==> src/rtl/slot_resume_pkg.sv <==
package slot_resume_pkg;

    localparam int ADDR_W   = 32;
    localparam int INSN_W   = 16;
    localparam int NIB_W    = 4;
    localparam int GPR_NUM  = 16;
    localparam int GPR_IDXW = $clog2(GPR_NUM);
    localparam int LONG_DW  = 12;
    localparam int SHORT_DW = 8;

    typedef logic [ADDR_W-1:0] addr_t;

    typedef enum logic [3:0] {
        BK_NONE,
        BK_JUMP_REL,
        BK_CALL_REL,
        BK_CND_T,
        BK_CND_F,
        BK_JUMP_REG,
        BK_CALL_REG,
        BK_JUMP_OFS,
        BK_CALL_OFS,
        BK_RETURN
    } br_kind_e;

    typedef struct packed {
        logic [NIB_W-1:0] top;
        logic [NIB_W-1:0] reg_sel;
        logic [NIB_W-1:0] mid;
        logic [NIB_W-1:0] low;
    } insn_nibs_t;

    typedef struct packed {
        addr_t next_pc;
        addr_t inspect;
        logic  slot;
        logic  link_we;
        addr_t link_value;
    } resume_t;

    function automatic insn_nibs_t split_insn(input logic [INSN_W-1:0] w);
        insn_nibs_t n;
        n.top     = w[15:12];
        n.reg_sel = w[11:8];
        n.mid     = w[7:4];
        n.low     = w[3:0];
        return n;
    endfunction

    function automatic addr_t sext_x2(input logic [LONG_DW-1:0] f, input int width);
        addr_t r;
        r = '0;
        for (int i = 0; i < LONG_DW; i++) begin
            if (i < width) r[i+1] = f[i];
        end
        for (int i = 1; i < ADDR_W; i++) begin
            if (i > width) r[i] = f[width-1];
        end
        return r;
    endfunction

endpackage

==> src/rtl/resume_decode.sv <==
module resume_decode
    import slot_resume_pkg::*;
(
    input  logic [INSN_W-1:0] insn,
    output br_kind_e          kind,
    output insn_nibs_t        nibs
);
    localparam int N_CLASSES = 9;

    logic [N_CLASSES-1:0] hit;

    always_comb begin
        nibs   = split_insn(insn);
        hit    = '0;
        hit[0] = (nibs.top == 4'hA);
        hit[1] = (nibs.top == 4'hB);
        hit[2] = (nibs.top == 4'h8) && (nibs.reg_sel == 4'hD);
        hit[3] = (nibs.top == 4'h8) && (nibs.reg_sel == 4'hF);
        hit[4] = (nibs.top == 4'h4) && (nibs.low == 4'hB) && (nibs.mid == 4'h2);
        hit[5] = (nibs.top == 4'h4) && (nibs.low == 4'hB) && (nibs.mid == 4'h0);
        hit[6] = (nibs.top == 4'h0) && (nibs.low == 4'h3) && (nibs.mid == 4'h2);
        hit[7] = (nibs.top == 4'h0) && (nibs.low == 4'h3) && (nibs.mid == 4'h0);
        hit[8] = (insn == 16'h000B);
    end

    always_comb begin
        kind = BK_NONE;
        unique casez (hit)
            9'b????????1: kind = BK_JUMP_REL;
            9'b???????10: kind = BK_CALL_REL;
            9'b??????100: kind = BK_CND_T;
            9'b?????1000: kind = BK_CND_F;
            9'b????10000: kind = BK_JUMP_REG;
            9'b???100000: kind = BK_CALL_REG;
            9'b??1000000: kind = BK_JUMP_OFS;
            9'b?10000000: kind = BK_CALL_OFS;
            9'b100000000: kind = BK_RETURN;
            default:      kind = BK_NONE;
        endcase
    end
endmodule

==> src/rtl/resume_target.sv <==
module resume_target
    import slot_resume_pkg::*;
(
    input  br_kind_e          kind,
    input  insn_nibs_t        nibs,
    input  addr_t             pc,
    input  logic              cond_t,
    input  addr_t             reg_val,
    input  addr_t             ret_addr,
    output resume_t           res
);
    addr_t pc_seq;
    addr_t pc_slot;
    addr_t disp_long;
    addr_t disp_short;
    logic  cond_taken;

    always_comb begin
        pc_seq     = pc + addr_t'(2);
        pc_slot    = pc + addr_t'(4);
        disp_long  = sext_x2({nibs.reg_sel, nibs.mid, nibs.low}, LONG_DW);
        disp_short = sext_x2({4'h0, nibs.mid, nibs.low}, SHORT_DW);
        cond_taken = (kind == BK_CND_T) ? cond_t : !cond_t;

        res.next_pc = pc_seq;
        case (kind)
            BK_JUMP_REL, BK_CALL_REL: res.next_pc = pc_slot + disp_long;
            BK_CND_T, BK_CND_F:       res.next_pc = cond_taken ? (pc_slot + disp_short) : pc_slot;
            BK_JUMP_REG, BK_CALL_REG: res.next_pc = reg_val;
            BK_JUMP_OFS, BK_CALL_OFS: res.next_pc = pc_slot + reg_val;
            BK_RETURN:                res.next_pc = ret_addr;
            default:                  res.next_pc = pc_seq;
        endcase

        res.slot       = (kind != BK_NONE);
        res.inspect    = res.slot ? pc_seq : pc;
        res.link_we    = (kind == BK_CALL_REL) || (kind == BK_CALL_REG);
        res.link_value = res.link_we ? pc_slot : '0;
    end
endmodule

==> src/rtl/resume_hold.sv <==
module resume_hold
    import slot_resume_pkg::*;
(
    input  logic    clk,
    input  logic    rst,
    input  logic    load,
    input  resume_t d,
    output logic    valid,
    output resume_t q
);
    always_ff @(posedge clk) begin
        if (rst) begin
            valid <= 1'b0;
            q     <= '0;
        end else begin
            valid <= load;
            if (load) q <= d;
        end
    end

    p_latency_r1: assert property (@(posedge clk) disable iff (rst)
        load |=> valid);
    p_idle_r1: assert property (@(posedge clk) disable iff (rst)
        !load |=> !valid);
    p_hold_r11: assert property (@(posedge clk) disable iff (rst)
        !load |=> $stable(q));
endmodule

==> src/rtl/slot_resume_calc.sv <==
module slot_resume_calc
    import slot_resume_pkg::*;
(
    input  logic                        clk,
    input  logic                        rst,
    input  logic                        req_valid,
    input  logic [INSN_W-1:0]           req_insn,
    input  logic [ADDR_W-1:0]           req_pc,
    input  logic                        cond_t,
    input  logic [GPR_NUM*ADDR_W-1:0]   gpr_flat,
    input  logic [ADDR_W-1:0]           ret_addr,
    output logic                        rsp_valid,
    output logic [ADDR_W-1:0]           rsp_next_pc,
    output logic [ADDR_W-1:0]           rsp_inspect,
    output logic                        rsp_slot,
    output logic                        rsp_link_we,
    output logic [ADDR_W-1:0]           rsp_link_value
);
    br_kind_e   kind;
    insn_nibs_t nibs;
    addr_t      gpr_arr [GPR_NUM];
    addr_t      reg_val;
    resume_t    comb_res;
    resume_t    held;

    for (genvar g = 0; g < GPR_NUM; g++) begin : g_gpr
        assign gpr_arr[g] = gpr_flat[g*ADDR_W +: ADDR_W];
    end

    assign reg_val = gpr_arr[nibs.reg_sel[GPR_IDXW-1:0]];

    resume_decode u_dec (
        .insn (req_insn),
        .kind (kind),
        .nibs (nibs)
    );

    resume_target u_tgt (
        .kind     (kind),
        .nibs     (nibs),
        .pc       (req_pc),
        .cond_t   (cond_t),
        .reg_val  (reg_val),
        .ret_addr (ret_addr),
        .res      (comb_res)
    );

    resume_hold u_hold (
        .clk   (clk),
        .rst   (rst),
        .load  (req_valid),
        .d     (comb_res),
        .valid (rsp_valid),
        .q     (held)
    );

    assign rsp_next_pc    = held.next_pc;
    assign rsp_inspect    = held.inspect;
    assign rsp_slot       = held.slot;
    assign rsp_link_we    = held.link_we;
    assign rsp_link_value = held.link_value;

    p_plain_step_r10: assert property (@(posedge clk) disable iff (rst)
        (rsp_valid && !rsp_slot) |-> (rsp_next_pc == rsp_inspect + addr_t'(2)) && !rsp_link_we);
    p_link_after_slot_r9: assert property (@(posedge clk) disable iff (rst)
        (rsp_valid && rsp_link_we) |-> rsp_slot && (rsp_link_value == rsp_inspect + addr_t'(2)));
    p_link_zero_r10: assert property (@(posedge clk) disable iff (rst)
        !rsp_link_we |-> (rsp_link_value == '0));
endmodule

==> config.mk <==
export PLATFORM = sky130hd
export DESIGN_NAME = slot_resume_calc
export DESIGN_NICKNAME = d
export VERILOG_FILES = /design/src/rtl/slot_resume_pkg.sv /design/src/rtl/resume_decode.sv /design/src/rtl/resume_target.sv /design/src/rtl/resume_hold.sv /design/src/rtl/slot_resume_calc.sv
export SDC_FILE = /design/constraint.sdc
export NUM_CORES = 1
export LEC_CHECK = 0
export BUFFER_PORTS_ARGS = -buffer_cell sky130_fd_sc_hd__buf_4
export CAP_MARGIN = 20
export CELL_PAD_IN_SITES_DETAIL_PLACEMENT = 1
export CELL_PAD_IN_SITES_GLOBAL_PLACEMENT = 2
export CORE_AREA = 5 5 270 272
export DETAILED_ROUTE_END_ITERATION = 7
export DIE_AREA = 0 0 275 277
export GPL_TIMING_DRIVEN = 0
export PLACE_DENSITY = 0.72
export SYNTH_ARGS = -nofsm -noshare
export SYNTH_HDL_FRONTEND = slang
export SYNTH_SLANG_ARGS = --single-unit
==> constraint.sdc <==
create_clock -name clk -period 7 [get_ports clk]
set_input_delay 0.7 -clock clk [delete_from_list [all_inputs] [get_ports clk]]
set_output_delay 0.7 -clock clk [all_outputs]
set_load 0.01 [all_outputs]
==> results of run 1 <==
-- cell usage after synthesis, drive strengths merged (14+ instances only) --
master and count:
nor2 144, xor2 70, nand2 167, o21ai 80, clkbuf 79, nand4 19, o221ai 17, a311oi 14
a211oi 40, buf 48, mux4 155, a21oi 130, nand3 49, o211ai 16, inv 27, nor3 26
xnor2 74, ha 89, a221oi 32, dfxtp 99, mux2i 20, a21o 41, a22oi 22
-- layout make-up --
type                            count  area, µm²  share of cell area
Multi-Input combinational cell   1375      11600               0.557
Timing Repair Buffer              674       5060               0.244
Sequential cell                    99       1980              0.0953
Tap cell                          950       1190              0.0572
Buffer                            126        548              0.0264
Clock buffer                       11        233              0.0112
Inverter                           27        101             0.00487
Antenna cell                       21       52.6             0.00253
Clock inverter                      5       37.5             0.00181
-- worst min-delay path by stage --
stage	slack (ns)	depth (start not counted)	start	end
global placement	0.44	2	u_hold.q[80]	u_hold.q[80]
floorplan	0.46	2	u_hold.q[94]	u_hold.q[94]
finish	0.44	2	u_hold.q[88]	u_hold.q[88]
detailed placement	0.44	2	u_hold.q[88]	u_hold.q[88]
CTS	0.45	2	u_hold.q[88]	u_hold.q[88]
global route	0.47	2	u_hold.q[88]	u_hold.q[88]
-- stage by stage --
stage | setup WS [ns] | cells | cell area, µm²
final | 0.334 | 3288 | 20800
after global routing | 0.0176 | 3281 | 20800
after CTS | 0.177 | 3267 | 20700
after detailed placement | -0.228 | 3251 | 20500
after global placement | -0.182 | 3250 | 20400
after floorplan | 1.69 | 1628 | 14200
-- per-layer routing --
| metal | track usage | vias to the layer above |
|---|---|---|
| met5 | 0 | - |
| li1 | - | 7710 |
| met4 | 0.0838 | 14 |
| met2 | 0.510 | 715 |
| met3 | 0.0420 | 114 |
| met1 | 0.321 | 8938 |
-- power by group --
group,switching (mW),internal [mW],total [mW],leakage (nW)
logic,0.860,0.709,1.57,7.77
clock network,0.265,0.244,0.509,0.126
registers,0.0229,0.591,0.614,0.813
total,1.15,1.54,2.69,8.71
-- worst register-to-register path, stage by stage (launching register included) --
cell and delay, ns:
sky130_fd_sc_hd__dfxtp_1 0.39, sky130_fd_sc_hd__a32oi_1 0.26, sky130_fd_sc_hd__o211ai_1 0.13, sky130_fd_sc_hd__a221oi_1 0.26, sky130_fd_sc_hd__o211ai_1 0.14, sky130_fd_sc_hd__a21oi_1 0.26
sky130_fd_sc_hd__a211oi_1 0.12
-- what timing repair did --
action | in CTS | in global routing
gates resized for setup | 0 | 0
buffers inserted | 0 | 0
endpoints found under the setup margin | 0 | 3
-- state kept, by name, summed over array words and instances, names as in the netlist --
name          flops
u_hold.q         98
u_hold.valid      1
-- cell families (layout without fill, tap and decap cells) --
logic type / after synthesis / in the layout / synth area share
multiplexers: 175 / 175 / 0.260
buffers and inverters: 154 / 843 / 0.0460
flip-flops: 99 / 99 / 0.139
AO/OA/AOI/OAI: 475 / 475 / 0.223
XOR/XNOR: 145 / 145 / 0.0909
AND/OR/NAND/NOR: 489 / 489 / 0.160
adder cells (fa/ha/maj): 91 / 91 / 0.0812
other: 0 / 21 / 0
==> results.md, run 1 <==
- Endpoint of the worst-slack reg-to-reg timing path: u_hold.q[95]
- Core Util, Final: 0.295
- Hold/Removal Path Class: reg2reg
- Count of yosys warnings during synthesis: 0
- RSZ-0062 raised after global routing: no
- Initial antenna violation count: 35
- Final Net Count: 2999
- Critical path's most frequent cell: sky130_fd_sc_hd__buf_2
- Inserted Clock Buffers: 9
- Number of fillers in the final layout: between 8k and 9k
- Endpoint of the most critical setup path: u_hold.q[92]
- Worst slew slack as a fraction of its limit: 0.213
- Power density relative to cell area: approximately 130 mW/mm²
- Global router's overall resource usage: 0.274
- CTS clock-pin slew for the worst setup and hold paths: ~0.09 ns
- Distinct cells, synth: 71
- LEAKAGE: 8.71 nW
- Worst Tran Pin Value: around 1.2 ns
- Highest-count cells in the layout ignoring fill and taps: 676 x sky130_fd_sc_hd__buf_4, 167 x sky130_fd_sc_hd__nand2_1, 155 x sky130_fd_sc_hd__mux4_2
- Max Used Layer: met5
- H-tree level count: 3
- Area share of the largest cell type after synthesis: 0.246
- Max Clock Skew: 0 ns
- Run status: completed
- Cell count of the worst reg-to-reg path: 6
- Clock tree from TritonCTS: yes
- Most common library cell in the layout ignoring fill and taps: sky130_fd_sc_hd__buf_4
- Number of cells on the critical path: 20
- Crit path arrival time: ~7.0 ns
- Flip-flop cell with the highest count after synthesis: sky130_fd_sc_hd__dfxtp_1
- Total standard cell area after synthesis: roughly 0.014 mm²
- Effective utilization at floorplan: 0.202
- Reg-to-reg slack, setup: between 5 and 6 ns
- Port Buffers: around 670
- Boundary Pins: 695
- Startpoint-to-endpoint class of the critical path: in2reg
- Total routed wirelength: between 100000 and 150000 µm
- Number of synthesized flops with an enable pin: 0
- Mean number of vias per cell: roughly 5.3
- Number of buffers inserted by hold repair at cts: 0
- Synthesized instance count: about 1.6k
- Final hold viol count: 0
- Number of setup violations in the final report: 0
- Count of buffer and inverter cells on the critical path: 6
- Number of iterations in the first detailed-routing pass: 6
- Kind of end point of the critical path: flop
- Kind of start point of the critical path: input pin
- Die boundary height: roughly 280 µm
- Highest fanout seen on the critical path: 10
- Floorplan row count: a little under 100
- Max-cap viol count: 0
- CP delay by family, top: compound AO/OA/AOI/OAI gates
- IR drop worst, VDD: 0.109 mV
- Area enclosed by the die boundary: roughly 0.076 mm²
- Yosys top cell by area: sky130_fd_sc_hd__mux4_2
- Max stage delay on crit path: roughly 0.6 ns
- Startpoint of the lowest-slack register-to-register path: u_hold.q[95]
- Metal2 WL: ~58000 µm
- Fmax: 150 MHz
- Detail Route Antenna Nets: 0
- Per-cell routed wire length: roughly 33 µm
- Sum of internal, switching and leakage power: between 2 and 3 mW
- Met3 Wirelength: approximately 6300 µm
- Part of the Yosys area used for sequential elements: 0.139
- Sum Neg Setup Slack: 0 ns
- Half-perimeter wire length of the detailed placement result: between 90000 and 100000 µm
- Final min period: approximately 6.7 ns
- First-pass GRT wire length: ~150000 µm
- Clock Tree Root: sky130_fd_sc_hd__clkbuf_16
- Flip-flop and latch count after synthesis: 99
- Via count: ~17k
- Pin count of the biggest net entering global routing: 29
- Growth of design area from synthesis to finish: 46.3%
- Share of cells above drive strength 1: 0.389
- Pins Over Slew Limit: 0
- Clk Latency, worst-skew pair: 0.37 ns
- Routed met1 length: about 42000 µm
- Mapped Avg Cell Area: 8.73 µm²
- Final hold slack: around 0.44 ns
- Remaining global-route overflow: 0
- Last weighted congestion value of the routability-driven placer: between 0.9 and 1
- CP max-delay cell: sky130_fd_sc_hd__mux4_2
- Placeable Area: about 0.071 mm²
- Cells traversed along the worst timing path: buf_4 -> buf_2 -> buf_6 -> buf_4 -> buf_2 -> buf_2 -> mux4_2 -> mux4_2 -> ha_1 -> fa_1 -> a21oi_1 -> o21ai_0 -> a211oi_1 -> or2_2 -> o211ai_1 -> a21oi_1 -> xnor2_1 -> a221oi_1 -> o221ai_1 -> a22o_1
- Largest cells by area after synthesis: sky130_fd_sc_hd__mux4_2 25%, sky130_fd_sc_hd__dfxtp_1 14%, sky130_fd_sc_hd__ha_1 7.8%
- X dimension of the die: around 280 µm
- DRC marker count from the first detailed-route iteration: approximately 1.2k
- Share of the cycle needed by the critical path after routing: 0.952
- Net count of the mapped netlist: about 2.3k
- Proportion of register bits with asynchronous set or reset after synthesis: 0
- Crit path required time: about 7.3 ns
- Maximum clock path buffer count: 2
- Clk sink count: roughly 100
- Startpoint of the most critical setup path: req_insn[8]
- Vias in the first global route: 18.3k
- Remaining routing DRC violations: 0
Note: power is estimated with default switching activity, not from simulation.
==> run 2: changes to the inputs <==
CORE_AREA = 4 4 269 271   (was 5 5 270 272)
DIE_AREA = 0 0 273 275   (was 0 0 275 277)
SETUP_SLACK_MARGIN = 0.05   (was unset)
clock period = 6.4 ns   (was 7 ns; I/O delays follow)
==> results.md, run 2 (synthesis gave the netlist of run 1 again) <==
- Die boundary height: 275 µm (-0.72%)
- RSZ-0062 raised after global routing: no
- Cell Area, Placed: 0.0205 mm² (+0.18%)
- Worst Tran Pin Value: 1.13 ns (-0.0534 ns)
- Final hold viol count: 0 (unchanged)
- Pin count of the biggest net entering global routing: 29 (unchanged)
- Floorplan row count: 97 (-1.0%)
- CTS clock-pin slew for the worst setup and hold paths: 0.07 ns (-0.02 ns)
- Hold/Removal Path Class: reg2reg
- Power density relative to cell area: 143 mW/mm² (+11%)
- Sequential standard cell area: 0.00198 mm² (unchanged)
- Maximum clock path buffer count: 2 (unchanged)
- X dimension of the die: 273 µm (-0.73%)
- Run status: completed
- Via count: 17.5k (-0.097%)
- Area enclosed by the die boundary: 0.0751 mm² (-1.4%)
- Number of fillers in the final layout: 8318 (-1.1%)
- H-tree level count: 3 (unchanged)
- Largest register by flop count: u_hold.q
- Total routed wirelength: 110000 µm (about the same)
- Global router's overall resource usage: 0.280 (+0.00580)
- Share of the cycle needed by the critical path after routing: 0.977
- DP Cell Count: 3244 (-0.22%)
- Final hold slack: 0.452 ns (+0.00965 ns)
- Number of iterations in the first detailed-routing pass: 5 (-1)
- Setup bufs post-CTS: 0 (unchanged)
- Startpoint of the most critical setup path: req_insn[8]
- Half-perimeter wire length of the detailed placement result: 97600 µm (+0.33%)
- Clock tree from TritonCTS: yes
- Number of buffers inserted by hold repair at cts: 0 (unchanged)
- Sum Neg Setup Slack: 0 ns (unchanged)
- Crit path arrival time: 6.52 ns (-0.43 ns)
- Boundary Pins: 695 (unchanged)
- Port Buffers: 672 (unchanged)
- Worst slew slack as a fraction of its limit: 0.246 (+0.0330)
- Endpoint of the most critical setup path: u_hold.q[92]
- Inserted Clock Buffers: 9 (unchanged)
- Mean number of vias per cell: 5.35 (+0.48%)
- Final cell count without fillers: 3269 (-0.58%)
- Remaining routing DRC violations: 0 (unchanged)
- DRC marker count from the first detailed-route iteration: 1254 (+8.4%)
- Final Net Count: 3000 (+0.033%)
- Placeable Area: 0.0698 mm² (-1.0%)
- Max Clock Skew: 0 ns (unchanged)
- Initial antenna violation count: 25 (-29%)
- Number of setup violations in the final report: 0 (unchanged)
- Share of cells above drive strength 1: 0.391 (+0.00199)
- Final min period: ~6.3 ns
- Startpoint-to-endpoint class of the critical path: in2reg
- Kind of end point of the critical path: flop
- Highest-count cells in the layout ignoring fill and taps: 675 x sky130_fd_sc_hd__buf_4, 167 x sky130_fd_sc_hd__nand2_1, 155 x sky130_fd_sc_hd__mux4_2
- Detail Route Antenna Nets: 0 (unchanged)
- LEAKAGE: 8.73 nW (+0.31%)
- Last weighted congestion value of the routability-driven placer: 0.968 (+1.6%)
- Growth of design area from synthesis to finish: 46.5%
- Reg-to-reg slack, setup: 4.64 ns (-0.66 ns)
- Remaining global-route overflow: 0 (unchanged)
- Final design area excluding fillers: 0.0208 mm² (+0.17%)
- Vias in the first global route: 18.4k (+0.77%)
- Most common library cell in the layout ignoring fill and taps: sky130_fd_sc_hd__buf_4
- Pins Over Slew Limit: 0 (unchanged)
- Largest registers: u_hold.q (98), u_hold.valid (1)
- Clk sink count: 99 (unchanged)
- Per-cell routed wire length: 33.6 µm (+0.60%)
- IR drop worst, VDD: 0.117 mV (+7.2%)
- Max-cap viol count: 0 (unchanged)
- Effective utilization at floorplan: 0.204 (+0.00208)
- Cell count of the worst reg-to-reg path: 6 (unchanged)
- Largest register FFs: 98 (unchanged)
- Kind of start point of the critical path: input pin
- Post-place setup slack: -0.775 ns (-0.547 ns)
- Area taken by multi-input logic gates: 0.0116 mm² (about the same)
- Startpoint of the lowest-slack register-to-register path: u_hold.q[95]
- Crit path required time: 6.67 ns (-0.62 ns)
- Highest fanout seen on the critical path: 19 (+9)
- Endpoint of the worst-slack reg-to-reg timing path: u_hold.q[95]
- Clock Tree Root: sky130_fd_sc_hd__clkbuf_16
- Clk Latency, worst-skew pair: 0.37 ns (about the same)
- Setup WS post-layout: 0.147 ns (-0.187 ns)
- First-pass GRT wire length: 148000 µm (+0.45%)
- Fmax: 160 MHz
## run 2: changes by cell type in the layout (fill, tap and decap cells not counted), moves of 2 or more
cell                         delta
sky130_fd_sc_hd__diode_2       -10
sky130_fd_sc_hd__buf_2          -3
sky130_fd_sc_hd__buf_8          +3
sky130_fd_sc_hd__clkbuf_1       -3
sky130_fd_sc_hd__inv_6          +3
sky130_fd_sc_hd__clkbuf_2       +2
sky130_fd_sc_hd__clkinvlp_4     -2
## run 2: report_power, final
part           switching, mW  internal (mW)
sequential            0.0261          0.647
clock                  0.300          0.274
combinational          0.954          0.779
total                   1.28           1.70
## run 2: worst min-delay path by stage
stage	slack [ns]	end	cells past startpoint	start
floorplan	0.46	u_hold.q[94]	2	u_hold.q[94]
global placement	0.45	u_hold.q[88]	2	u_hold.q[88]
detailed placement	0.44	u_hold.q[88]	2	u_hold.q[88]
CTS	0.45	u_hold.q[88]	2	u_hold.q[88]
global route	0.47	u_hold.q[88]	2	u_hold.q[88]
finish	0.45	u_hold.q[88]	2	u_hold.q[88]
## run 2: worst max-delay path: stages
cell                       delay (ns)
sky130_fd_sc_hd__buf_4           0.09
sky130_fd_sc_hd__buf_2           0.36
sky130_fd_sc_hd__buf_6           0.26
sky130_fd_sc_hd__buf_8           0.30
sky130_fd_sc_hd__buf_4           0.32
sky130_fd_sc_hd__mux4_2          0.60
sky130_fd_sc_hd__mux4_2          0.59
sky130_fd_sc_hd__ha_1            0.27
sky130_fd_sc_hd__fa_1            0.42
sky130_fd_sc_hd__a21oi_1         0.21
sky130_fd_sc_hd__o21ai_0         0.15
sky130_fd_sc_hd__a211oi_1        0.39
sky130_fd_sc_hd__or2_2           0.25
sky130_fd_sc_hd__o211ai_1        0.24
sky130_fd_sc_hd__a21oi_1         0.26
sky130_fd_sc_hd__xnor2_1         0.11
sky130_fd_sc_hd__a221oi_1        0.48
sky130_fd_sc_hd__o221ai_1        0.28
sky130_fd_sc_hd__a22o_1          0.23
## run 2: layout make-up
class | instances | share of cell area
flip-flops and latches | 99 | 0.0952
plain buffers | 124 | 0.0264
well taps | 940 | 0.0565
diodes | 11 | 0.00132
multi-input cells | 1375 | 0.556
repair buffers | 677 | 0.246
clock inverters | 6 | 0.00264
clock buffers | 10 | 0.0110
inverters | 27 | 0.00487
## run 2: per-layer routing
layer / share of wire / track usage / vias up
met5: 0.00050 / 0 / -
met4: 0.025 / 0.0698 / 8
met2: 0.53 / 0.526 / 699
met1: 0.39 / 0.333 / 8960
met3: 0.056 / 0.0440 / 113
li1: - / - / 7694
## run 2: timing repair
item / 4_1_cts / 5_1_grt
gates resized for setup: 1 / 8
pin swaps: 0 / 0
setup endpoints to repair: 13 / 5
## run 2: metrics by stage
stage / utilization / power [mW]
5_1_grt: 0.298 / 3.13
6_report: 0.298 / 2.98
3_5_place_dp: 0.294 / 2.40
2_1_floorplan: - / 1.59
4_1_cts: 0.298 / 2.98
3_3_place_gp: 0.293 / 2.38
